$ cat src/rtl/rstseq_pkg.sv
package rstseq_pkg;

  typedef enum logic [1:0] {
    ST_INIT  = 2'd0,
    ST_RUN   = 2'd1,
    ST_HOLD  = 2'd2,
    ST_SLEEP = 2'd3
  } seq_state_e;

  typedef enum logic [1:0] {
    CAUSE_WAKE = 2'b00,
    CAUSE_POR  = 2'b01,
    CAUSE_PIN  = 2'b10,
    CAUSE_LVD  = 2'b11
  } rst_cause_e;

endpackage

$ cat src/rtl/rstseq_sync.sv
module rstseq_sync #(
  parameter int               WIDTH   = 2,
  parameter logic [WIDTH-1:0] RST_VAL = '0
) (
  input  logic             clk,
  input  logic             rst_n,
  input  logic [WIDTH-1:0] d_i,
  output logic [WIDTH-1:0] q_o
);

  logic [WIDTH-1:0] meta_q;
  logic [WIDTH-1:0] stab_q;

  // one two-stage chain per bit, each with its own safe reset level
  for (genvar b = 0; b < WIDTH; b++) begin : g_bit
    always_ff @(posedge clk or negedge rst_n) begin
      if (!rst_n) begin
        meta_q[b] <= RST_VAL[b];
        stab_q[b] <= RST_VAL[b];
      end else begin
        meta_q[b] <= d_i[b];
        stab_q[b] <= meta_q[b];
      end
    end
  end

  assign q_o = stab_q;

endmodule

$ cat src/rtl/rstseq_satcnt.sv
module rstseq_satcnt #(
  parameter int LIMIT = 16
) (
  input  logic clk,
  input  logic rst_n,
  input  logic clr_i,
  output logic done_o
);

  localparam int            CW  = $clog2(LIMIT + 1);
  localparam logic [CW-1:0] LIM = CW'(LIMIT);

  logic [CW-1:0] cnt_q;
  logic [CW-1:0] cnt_d;
  logic          cnt_en;

  assign cnt_en = (cnt_q != LIM);

  always_comb begin
    cnt_d = cnt_q;
    if (clr_i)       cnt_d = '0;
    else if (cnt_en) cnt_d = cnt_q + 1'b1;
  end

  always_ff @(posedge clk or negedge rst_n) begin
    if (!rst_n) cnt_q <= '0;
    else        cnt_q <= cnt_d;
  end

  assign done_o = (cnt_q == LIM);

  // the counter saturates and never passes its limit
  a_r5_cnt_bounded: assert property (@(posedge clk) disable iff (!rst_n)
    cnt_q <= LIM);

endmodule

$ cat src/rtl/rstseq_top.sv
module rstseq_top
  import rstseq_pkg::*;
#(
  parameter int INIT_CYCLES    = 2048,
  parameter int LVD_REL_CYCLES = 256,
  parameter int PIN_MIN_LOW    = 16
) (
  input  logic       clk,
  input  logic       por_rst_n,
  input  logic       pin_rst_n,
  input  logic       lvd_det,
  input  logic       stop2_req,
  input  logic       wake_irq,
  output logic       sys_rst_n,
  output logic [1:0] rst_cause
);

  // bit 1: detector (safe level = active), bit 0: pin (safe level = low)
  localparam logic [1:0] SYNC_RST = 2'b10;

  logic [1:0] sync_q;
  logic       pin_s;
  logic       lvd_s;
  logic       init_done;
  logic       lvd_ok;
  logic       pin_qual;
  logic       ready;

  seq_state_e state_q, state_d;
  rst_cause_e cause_q, cause_d;
  logic       sys_rst_n_q;

  rstseq_sync #(.WIDTH(2), .RST_VAL(SYNC_RST)) u_sync (
    .clk   (clk),
    .rst_n (por_rst_n),
    .d_i   ({lvd_det, pin_rst_n}),
    .q_o   (sync_q)
  );

  assign pin_s = sync_q[0];
  assign lvd_s = sync_q[1];

  rstseq_satcnt #(.LIMIT(INIT_CYCLES)) u_init_cnt (
    .clk    (clk),
    .rst_n  (por_rst_n),
    .clr_i  (1'b0),
    .done_o (init_done)
  );

  rstseq_satcnt #(.LIMIT(LVD_REL_CYCLES)) u_lvd_cnt (
    .clk    (clk),
    .rst_n  (por_rst_n),
    .clr_i  (lvd_s),
    .done_o (lvd_ok)
  );

  rstseq_satcnt #(.LIMIT(PIN_MIN_LOW)) u_pin_cnt (
    .clk    (clk),
    .rst_n  (por_rst_n),
    .clr_i  (pin_s),
    .done_o (pin_qual)
  );

  assign ready = init_done & lvd_ok & ~lvd_s & pin_s;

  always_comb begin
    state_d = state_q;
    cause_d = cause_q;
    unique case (state_q)
      ST_INIT: begin
        if (ready) state_d = ST_RUN;
      end
      ST_RUN: begin
        if (lvd_s) begin
          state_d = ST_HOLD;
          cause_d = CAUSE_LVD;
        end else if (pin_qual) begin
          state_d = ST_HOLD;
          cause_d = CAUSE_PIN;
        end else if (stop2_req) begin
          state_d = ST_SLEEP;
        end
      end
      ST_HOLD: begin
        if (ready) state_d = ST_RUN;
      end
      ST_SLEEP: begin
        if (lvd_s) begin
          state_d = ST_HOLD;
          cause_d = CAUSE_LVD;
        end else if (!pin_s) begin
          state_d = ST_HOLD;
          cause_d = CAUSE_PIN;
        end else if (wake_irq) begin
          state_d = ST_HOLD;
          cause_d = CAUSE_WAKE;
        end
      end
      default: state_d = ST_INIT;
    endcase
  end

  always_ff @(posedge clk or negedge por_rst_n) begin
    if (!por_rst_n) begin
      state_q     <= ST_INIT;
      cause_q     <= CAUSE_POR;
      sys_rst_n_q <= 1'b0;
    end else begin
      state_q     <= state_d;
      cause_q     <= cause_d;
      sys_rst_n_q <= (state_d == ST_RUN);
    end
  end

  assign sys_rst_n = sys_rst_n_q;
  assign rst_cause = cause_q;

  // no release while the initialisation count is still running
  a_r2_init_holds: assert property (@(posedge clk) disable iff (!por_rst_n)
    !init_done |=> !sys_rst_n);

  // every release follows a high pin and an expired init count
  a_r3_release_needs_pin: assert property (@(posedge clk) disable iff (!por_rst_n)
    $rose(sys_rst_n) |-> ($past(pin_s) && $past(init_done)));

  // an active detector always leads to reset
  a_r4_lvd_forces_reset: assert property (@(posedge clk) disable iff (!por_rst_n)
    lvd_s |=> !sys_rst_n);

  // without a qualified low, a running domain stays released
  a_r6_short_low_ignored: assert property (@(posedge clk) disable iff (!por_rst_n)
    (state_q == ST_RUN && !pin_qual && !lvd_s && !stop2_req) |=> sys_rst_n);

  // a sleep request while running parks the domain in reset
  a_r7_sleep_holds: assert property (@(posedge clk) disable iff (!por_rst_n)
    (state_q == ST_RUN && stop2_req) |=> !sys_rst_n);

  // the cause is frozen while the domain stays released
  a_r11_cause_stable: assert property (@(posedge clk) disable iff (!por_rst_n)
    (sys_rst_n && $past(sys_rst_n)) |-> $stable(rst_cause));

endmodule

$ cat config.mk
export PLATFORM = sky130hd
export DESIGN_NAME = rstseq_top
export DESIGN_NICKNAME = d
export VERILOG_FILES = /design/src/rtl/rstseq_pkg.sv /design/src/rtl/rstseq_sync.sv /design/src/rtl/rstseq_satcnt.sv /design/src/rtl/rstseq_top.sv
export SDC_FILE = /design/constraint.sdc
export NUM_CORES = 1
export LEC_CHECK = 0
export BUFFER_PORTS_ARGS = -buffer_cell sky130_fd_sc_hd__buf_2
export CAP_MARGIN = 20
export CORE_UTILIZATION = 55
export DETAILED_ROUTE_END_ITERATION = 10
export GPL_TIMING_DRIVEN = 0
export PLACE_DENSITY = 0.73
export RECOVER_POWER = 25
export SLEW_MARGIN = 20
export SYNTH_ARGS = -nofsm -noshare
export SYNTH_HDL_FRONTEND = slang
export SYNTH_SLANG_ARGS = --single-unit
$ cat constraint.sdc
create_clock -name clk -period 3.28 [get_ports clk]
set_input_delay 0.328 -clock clk [delete_from_list [all_inputs] [get_ports clk]]
set_output_delay 0.328 -clock clk [all_outputs]
set_load 0.02 [all_outputs]
==> results of run 1 <==
==> critical path, cell delays in order, from the launching register on <==
cell     delay (ns)
dfrtp_1        0.44
inv_1          0.12
ha_1           0.15
nor4b_2        0.22
nand4_2        0.23
or4_4          0.54
a22o_1         0.24
==> synthesized netlist by cell type (3+ instances only) <==
cell type,number
dfstp_2,3
dfrtp_1,32
ha_1,6
xnor2_1,11
nand2_1,10
inv_1,7
o21ai_0,3
a21oi_1,3
xor2_1,10
nor2_1,12
nand3_1,11
and3_1,3
mux2i_1,3
==> worst paths after layout <==
kind | endpoint | depth (start not counted)
max | state_q[1] | 6
min | u_sync.meta_q[1] | 1
max reg2reg | state_q[1] | 6
min reg2reg | u_sync.q_o[1] | 0
max in group asynchronous | u_lvd_cnt.cnt_q[0] | 1
min in group asynchronous | rst_cause[1] | 1
==> cell usage in the layout (no fill, tap or decap), types with 3 or more instances in the layout <==
cell type	instances
xnor2_1	11
buf_2	7
and3_1	3
clkbuf_1	3
dfrtp_1	32
nand2_1	10
xor2_1	10
nand3_1	11
ha_1	6
inv_1	7
dfstp_2	3
nor2_1	12
mux2i_1	3
a21oi_1	3
o21ai_0	3
clkbuf_4	5
==> registers in the layout, indices dropped and copies added (netlist names) <==
signal	flops
u_sync.meta_q	2
u_lvd_cnt.cnt_q	9
rst_cause	2
u_pin_cnt.cnt_q	5
sys_rst_n	1
state_q	2
u_init_cnt.cnt_q	12
u_sync.q_o	2
==> layer usage <==
metal	share of wire	track usage	up-vias
met4	0.021	0.08362	0
li1	-	-	508
met1	0.47	0.2449	497
met3	0.038	0.06977	7
met5	0	0	-
met2	0.47	0.2995	14
==> where the power goes <==
part           internal (mW)  switching, mW  total, mW
clock                  0.160          0.153      0.313
combinational         0.0167         0.0253     0.0420
sequential             0.445         0.0118      0.456
==> cells by family after synthesis <==
| group | Yosys count |
|---|---|
| compound gates | 9 |
| xor+xnor | 21 |
| fa+ha+maj | 6 |
| buf+inv | 9 |
| flops | 35 |
| mux | 4 |
| simple gates | 55 |
==> stage by stage <==
stage                     total power, mW  hold WS (ns)    util  std cells  setup WS (ns)
final                              0.8112       0.06113  0.6366        186          1.247
after global routing               0.8410       0.04720  0.6366        186          1.136
after CTS                          0.8210       0.04530  0.6370        186          1.234
after detailed placement           0.5082        0.3496  0.6075        178          1.249
after global placement             0.5058        0.3332  0.6075        178          1.317
after floorplan                    0.4876       0.03241       -        139          1.440
==> cell type report <==
type	count	area, µm²
Multi-Input combinational cell	95	683.2
Tap cell	31	38.79
Timing Repair Buffer	8	38.79
Buffer	2	7.507
Inverter	7	26.28
Fill cell	231	1002
Sequential cell	35	879.6
Clock buffer	5	37.54
Clock inverter	3	43.79
==> impl_metrics.json, run 1 <==
{
  "critPathLaunch": "u_init_cnt.cnt_q[0]",
  "drive_above_1_share": 0.1613,
  "postCtsHoldBufs": 0,
  "yosysWarnings": 0,
  "setup_tns_ns": 0,
  "synth_async_sr_flop_share": 1.000,
  "hold_class": "in2reg",
  "initial_core_util": 0.5789,
  "cap_violations": 1,
  "syn_inst": 139,
  "p_per_area_mw_per_mm2": 462.1,
  "crit_required_ns": 3.52,
  "vias": 1026,
  "yosys.cell_types.count": 30,
  "finalClockSkew_ns": 0.01650,
  "wl_per_cell_um": 13.31,
  "synth_top_family_by_area": "simple AND/OR/NAND/NOR gates",
  "max_freq_ghz": 0.4920,
  "rr_startpoint": "u_init_cnt.cnt_q[0]",
  "clk_pin_slew_ns": 0.12,
  "grt_pass1_wl_um": 4547,
  "ys_top_cells_by_area": "dfrtp_1 (50%), xnor2_1 (6.0%), xor2_1 (5.5%)",
  "drt_iter0_drc": 35,
  "yosysTopAreaCell": "dfrtp_1",
  "vias_per_cell": 5.516,
  "cts.repair.resized": 0,
  "cts_tree": "yes",
  "ir_drop_mv": 0.5657,
  "gp_congestion": 0.7618,
  "critPathKind": "reg2reg",
  "synth_edf_count": 0,
  "fin_nets": 166,
  "drc": 0,
  "rsz0062_at_grt": "no",
  "synth_fa_ha_area_frac": 0.04702,
  "n_antenna_cell": 0,
  "period_share": 0.6197,
  "drtAntennaViolNets": 0,
  "grt_pass1_vias": 1064,
  "placementRows": 19,
  "grt_usage": 0.1929,
  "cts_buffers": 5,
  "synthXorXnorAreaFrac": 0.1152,
  "dr.pass1.iters": 4,
  "violations": "capacitance limit, slew limit",
  "arrival_ns": 2.28,
  "synth_compound_gate_area_share": 0.03448,
  "placed_area_mm2": 0.001675,
  "setup_viol": 0,
  "yosysTopAreaCellShare": 0.5016,
  "die_h_um": 55.88,
  "cts_setup_buffers": 0,
  "timing.final.max_slew_violations": 36,
  "core_area_mm2": 0.002758,
  "dieWidth_um": 55.88,
  "synth_seq_area_share": 0.5509,
  "layout_min_cycle_time_ns": 2.033,
  "place_hpwl_um": 1740,
  "clk_path_buf_depth": 2,
  "cp-start-kind": "register",
  "power.leakage_nw": 0.7919,
  "ys_ff_latch": 35,
  "yosys.area_share.simple": 0.2053,
  "finalWirelength_um": 2476,
  "synth_fp_nets": 151,
  "netlist_area_mm2": 0.001597,
  "fin_area_mm2": 0.001755,
  "synth_ff_type": "dfrtp_1",
  "r2r_slack_ns": 1.25,
  "grt_max_degree": 36,
  "synthMuxAreaShare": 0.02586,
  "final_hold_viol_count": 0,
  "cts-root-buf": "clkbuf_4",
  "end_kind": "register",
  "relSlewSlack": -0.1795,
  "clock_sinks": 35,
  "tightest_slew_ns": 1.769,
  "overflow": 0,
  "area_delta_synth_final_pct": 9.953,
  "htree_levels": 2,
  "status": "finished with violations",
  "worstHoldStart": "lvd_det",
  "place.port_buffers": 8,
  "synth_area_per_cell_um2": 11.49,
  "antenna_found_initial": 0,
  "insertion_delay_ns": 0.35,
  "die_area_mm2": 0.003122,
  "io_pins": 9,
  "critPathMaxFanout": 6
}
No activity file was read; power rests on OpenSTA's default activity.
==> run 2, diff against run 1 <==
--- a/config.mk
+++ b/config.mk
@@ -5,6 +5,7 @@
 export SDC_FILE = /design/constraint.sdc
 export NUM_CORES = 1
 export LEC_CHECK = 0
+export ABC_AREA = 1
 export BUFFER_PORTS_ARGS = -buffer_cell sky130_fd_sc_hd__buf_2
 export CAP_MARGIN = 20
 export CORE_UTILIZATION = 55
==> constraint.sdc (replaced) <==
create_clock -name clk -period 2.01 [get_ports clk]
set_input_delay 0.201 -clock clk [delete_from_list [all_inputs] [get_ports clk]]
set_output_delay 0.201 -clock clk [all_outputs]
set_load 0.02 [all_outputs]
==> impl_metrics.json, run 2 <==
{
  "status": "completed",
  "finalWirelength_um": 2810,
  "yosysWarnings": 0,
  "fin_nets": 205,
  "die_area_mm2": 0.003221,
  "end_kind": "register",
  "ys_ff_latch": 35,
  "drtAntennaViolNets": 0,
  "grt_pass1_vias": 1233,
  "post-place-ws_ns": 0.6512,
  "cap_violations": 0,
  "io_pins": 9,
  "cts-root-buf": "clkbuf_4",
  "clk_pin_slew_ns": 0.12,
  "p_per_area_mw_per_mm2": 643.4,
  "critPathKind": "reg2reg",
  "grt_max_degree": 36,
  "vias": 1219,
  "yosys.cell_types.count": 28,
  "p_total_mw": 1.159,
  "cts_tree": "yes",
  "hold_class": "in2reg",
  "largest_reg_flops": 12,
  "die_h_um": 56.76,
  "ir_drop_mv": 0.4470,
  "setup_tns_ns": 0,
  "syn_inst": 175,
  "synth_common_cells": "dfrtp_1 (32), nand2_1 (24), inv_1 (22)",
  "fin_area_mm2": 0.001802,
  "cts_setup_buffers": 0,
  "synth_most_common_cell": "dfrtp_1",
  "rsz0062_at_grt": "no",
  "path_delay_family": "simple AND/OR/NAND/NOR gates",
  "timing.final.max_slew_violations": 0,
  "place.port_buffers": 8,
  "placed_area_mm2": 0.001728,
  "synth_area_per_cell_um2": 9.423,
  "netlist_area_mm2": 0.001649,
  "placedCellCount": 214,
  "layout_min_cycle_time_ns": 1.374,
  "htree_levels": 2,
  "dieWidth_um": 56.76,
  "tightest_slew_ns": 0.8305,
  "core_area_mm2": 0.002805,
  "synth_seq_area_share": 0.5334,
  "critPathMaxStageDelay_ns": 0.42,
  "largest-register": "u_init_cnt.cnt_q",
  "clock_sinks": 35,
  "drt_iter0_drc": 66,
  "power.leakage_nw": 0.8882,
  "cp-start-kind": "register",
  "synth_fp_nets": 187,
  "setup_slack_ns": 0.6364,
  "drc": 0,
  "top_regs": "u_init_cnt.cnt_q (12), u_lvd_cnt.cnt_q (9), u_pin_cnt.cnt_q (5)",
  "insertion_delay_ns": 0.34,
  "period_share": 0.6834,
  "synth_ff_type": "dfrtp_1",
  "dr.pass1.iters": 4,
  "crit_required_ns": 2.29,
  "cp_num_buf_inv": 1,
  "clk_path_buf_depth": 2,
  "synth_async_sr_flop_share": 1.000,
  "initial_core_util": 0.5879,
  "max_freq_ghz": 0.7280,
  "final_hold_viol_count": 0,
  "antenna_found_initial": 0,
  "layout.cells.non_filler": 225,
  "gp_congestion": 0.8255,
  "final_cell_mix": "dfrtp_1 (32), nand2_1 (24), inv_1 (22)",
  "relSlewSlack": 0.4463,
  "cts_buffers": 5,
  "critPathMaxFanout": 3,
  "arrival_ns": 1.66,
  "n_antenna_cell": 0,
  "yosysTopAreaCellShare": 0.4856,
  "place_hpwl_um": 2026,
  "wl_per_cell_um": 12.49,
  "drive_above_1_share": 0.1443,
  "finalClockSkew_ns": 0.01854,
  "yosys.area_share.simple": 0.2200,
  "setup_viol": 0,
  "vias_per_cell": 5.418,
  "synthXorXnorAreaFrac": 0.05842,
  "placementRows": 19,
  "crit_chain": "inv_1 > ha_1 > nand2_1 > nor2_1 > nand3_1 > o21ai_1 > nand2_1 > nor2_1",
  "yosysTopAreaCell": "dfrtp_1",
  "synth_fa_ha_area_frac": 0.04552,
  "synth_compound_gate_area_share": 0.08574,
  "final_common_cell": "dfrtp_1",
  "cpMaxStageDelayCell": "dfrtp_1",
  "overflow": 0,
  "synthMuxAreaShare": 0,
  "ys_top_cells_by_area": "dfrtp_1 (49%), nand2_1 (5.5%), inv_1 (5.0%)",
  "grt_pass1_wl_um": 5181,
  "synth_edf_count": 0,
  "synth_top_family_by_area": "simple AND/OR/NAND/NOR gates",
  "area_delta_synth_final_pct": 9.257,
  "grt_usage": 0.2158
}
==> run 2: cell types whose count changed in the layout (fill, tap and decap cells not counted), moves of 6 or more <==
cell,delta
xnor2_1,-9
nor2_1,+7
a21oi_1,+6
nand2_1,+14
o21ai_0,+6
inv_1,+15
==> run 2: cell type report <==
class	instances	area [µm²]
clock buffers	7	45.04
well taps	31	38.79
clock inverters	1	5.005
fillers	237	1003
repair buffers	11	68.82
multi-input cells	115	670.6
inverters	25	93.84
flip-flops and latches	35	879.6
==> run 2: cell families after synthesis <==
kind of cell,Yosys count
DFF,35
xor gates and xnor gates,11
buffers and inverters,25
AOI/OAI and AO/OA,26
adders and majority gates,6
and+or+nand+nor,72
==> run 2: tightest hold or removal path, stage by stage <==
cell     delay [ns]
buf_2          0.08
o21ai_0        0.07
nand2_1        0.08
==> run 2: power by group <==
part	switching, mW	leakage [nW]	internal, mW	total (mW)
sequential	0.0120	0.444	0.719	0.731
clock	0.230	0.0293	0.136	0.367
combinational	0.0379	0.415	0.0235	0.0614
total	0.280	0.888	0.879	1.16
==> run 2: layer usage <==
metal  vias to the layer above  global-route usage  share of wire
li1                        606                   -              -
met2                        16              0.3571           0.50
met1                       591              0.2627           0.44
met3                         6             0.06221          0.034
met4                         0             0.09408          0.017
met5                         -                   0              0
==> run 2: metrics by stage <==
stage | utilization | hold slack [ns]
6_report | 0.6423 | 0.1381
5_1_grt | 0.6423 | 0.1284
4_1_cts | 0.6445 | 0.1248
3_5_place_dp | 0.6160 | 0.3089
3_3_place_gp | 0.6160 | 0.3022
2_1_floorplan | - | -0.09459
==> run 2: path summary, 6_finish.rpt <==
kind / from / slack [ns] / endpoint / cells after the start
max: u_lvd_cnt.cnt_q[0] / 0.64 / sys_rst_n / 8
min: stop2_req / 0.14 / state_q[1] / 3
max reg2reg: u_lvd_cnt.cnt_q[0] / 0.64 / sys_rst_n / 8
min reg2reg: u_sync.meta_q[0] / 0.35 / u_sync.q_o[0] / 0
max in group asynchronous: por_rst_n / 0.99 / u_init_cnt.cnt_q[3] / 2
min in group asynchronous: por_rst_n / 0.46 / u_lvd_cnt.cnt_q[2] / 2
==> run 2: repair_timing <==
| action | in CTS | in global routing |
|---|---|---|
| gates resized for setup | 0 | 0 |
| hold buffers | 3 | 0 |
| hold endpoints to repair | 34 | 0 |
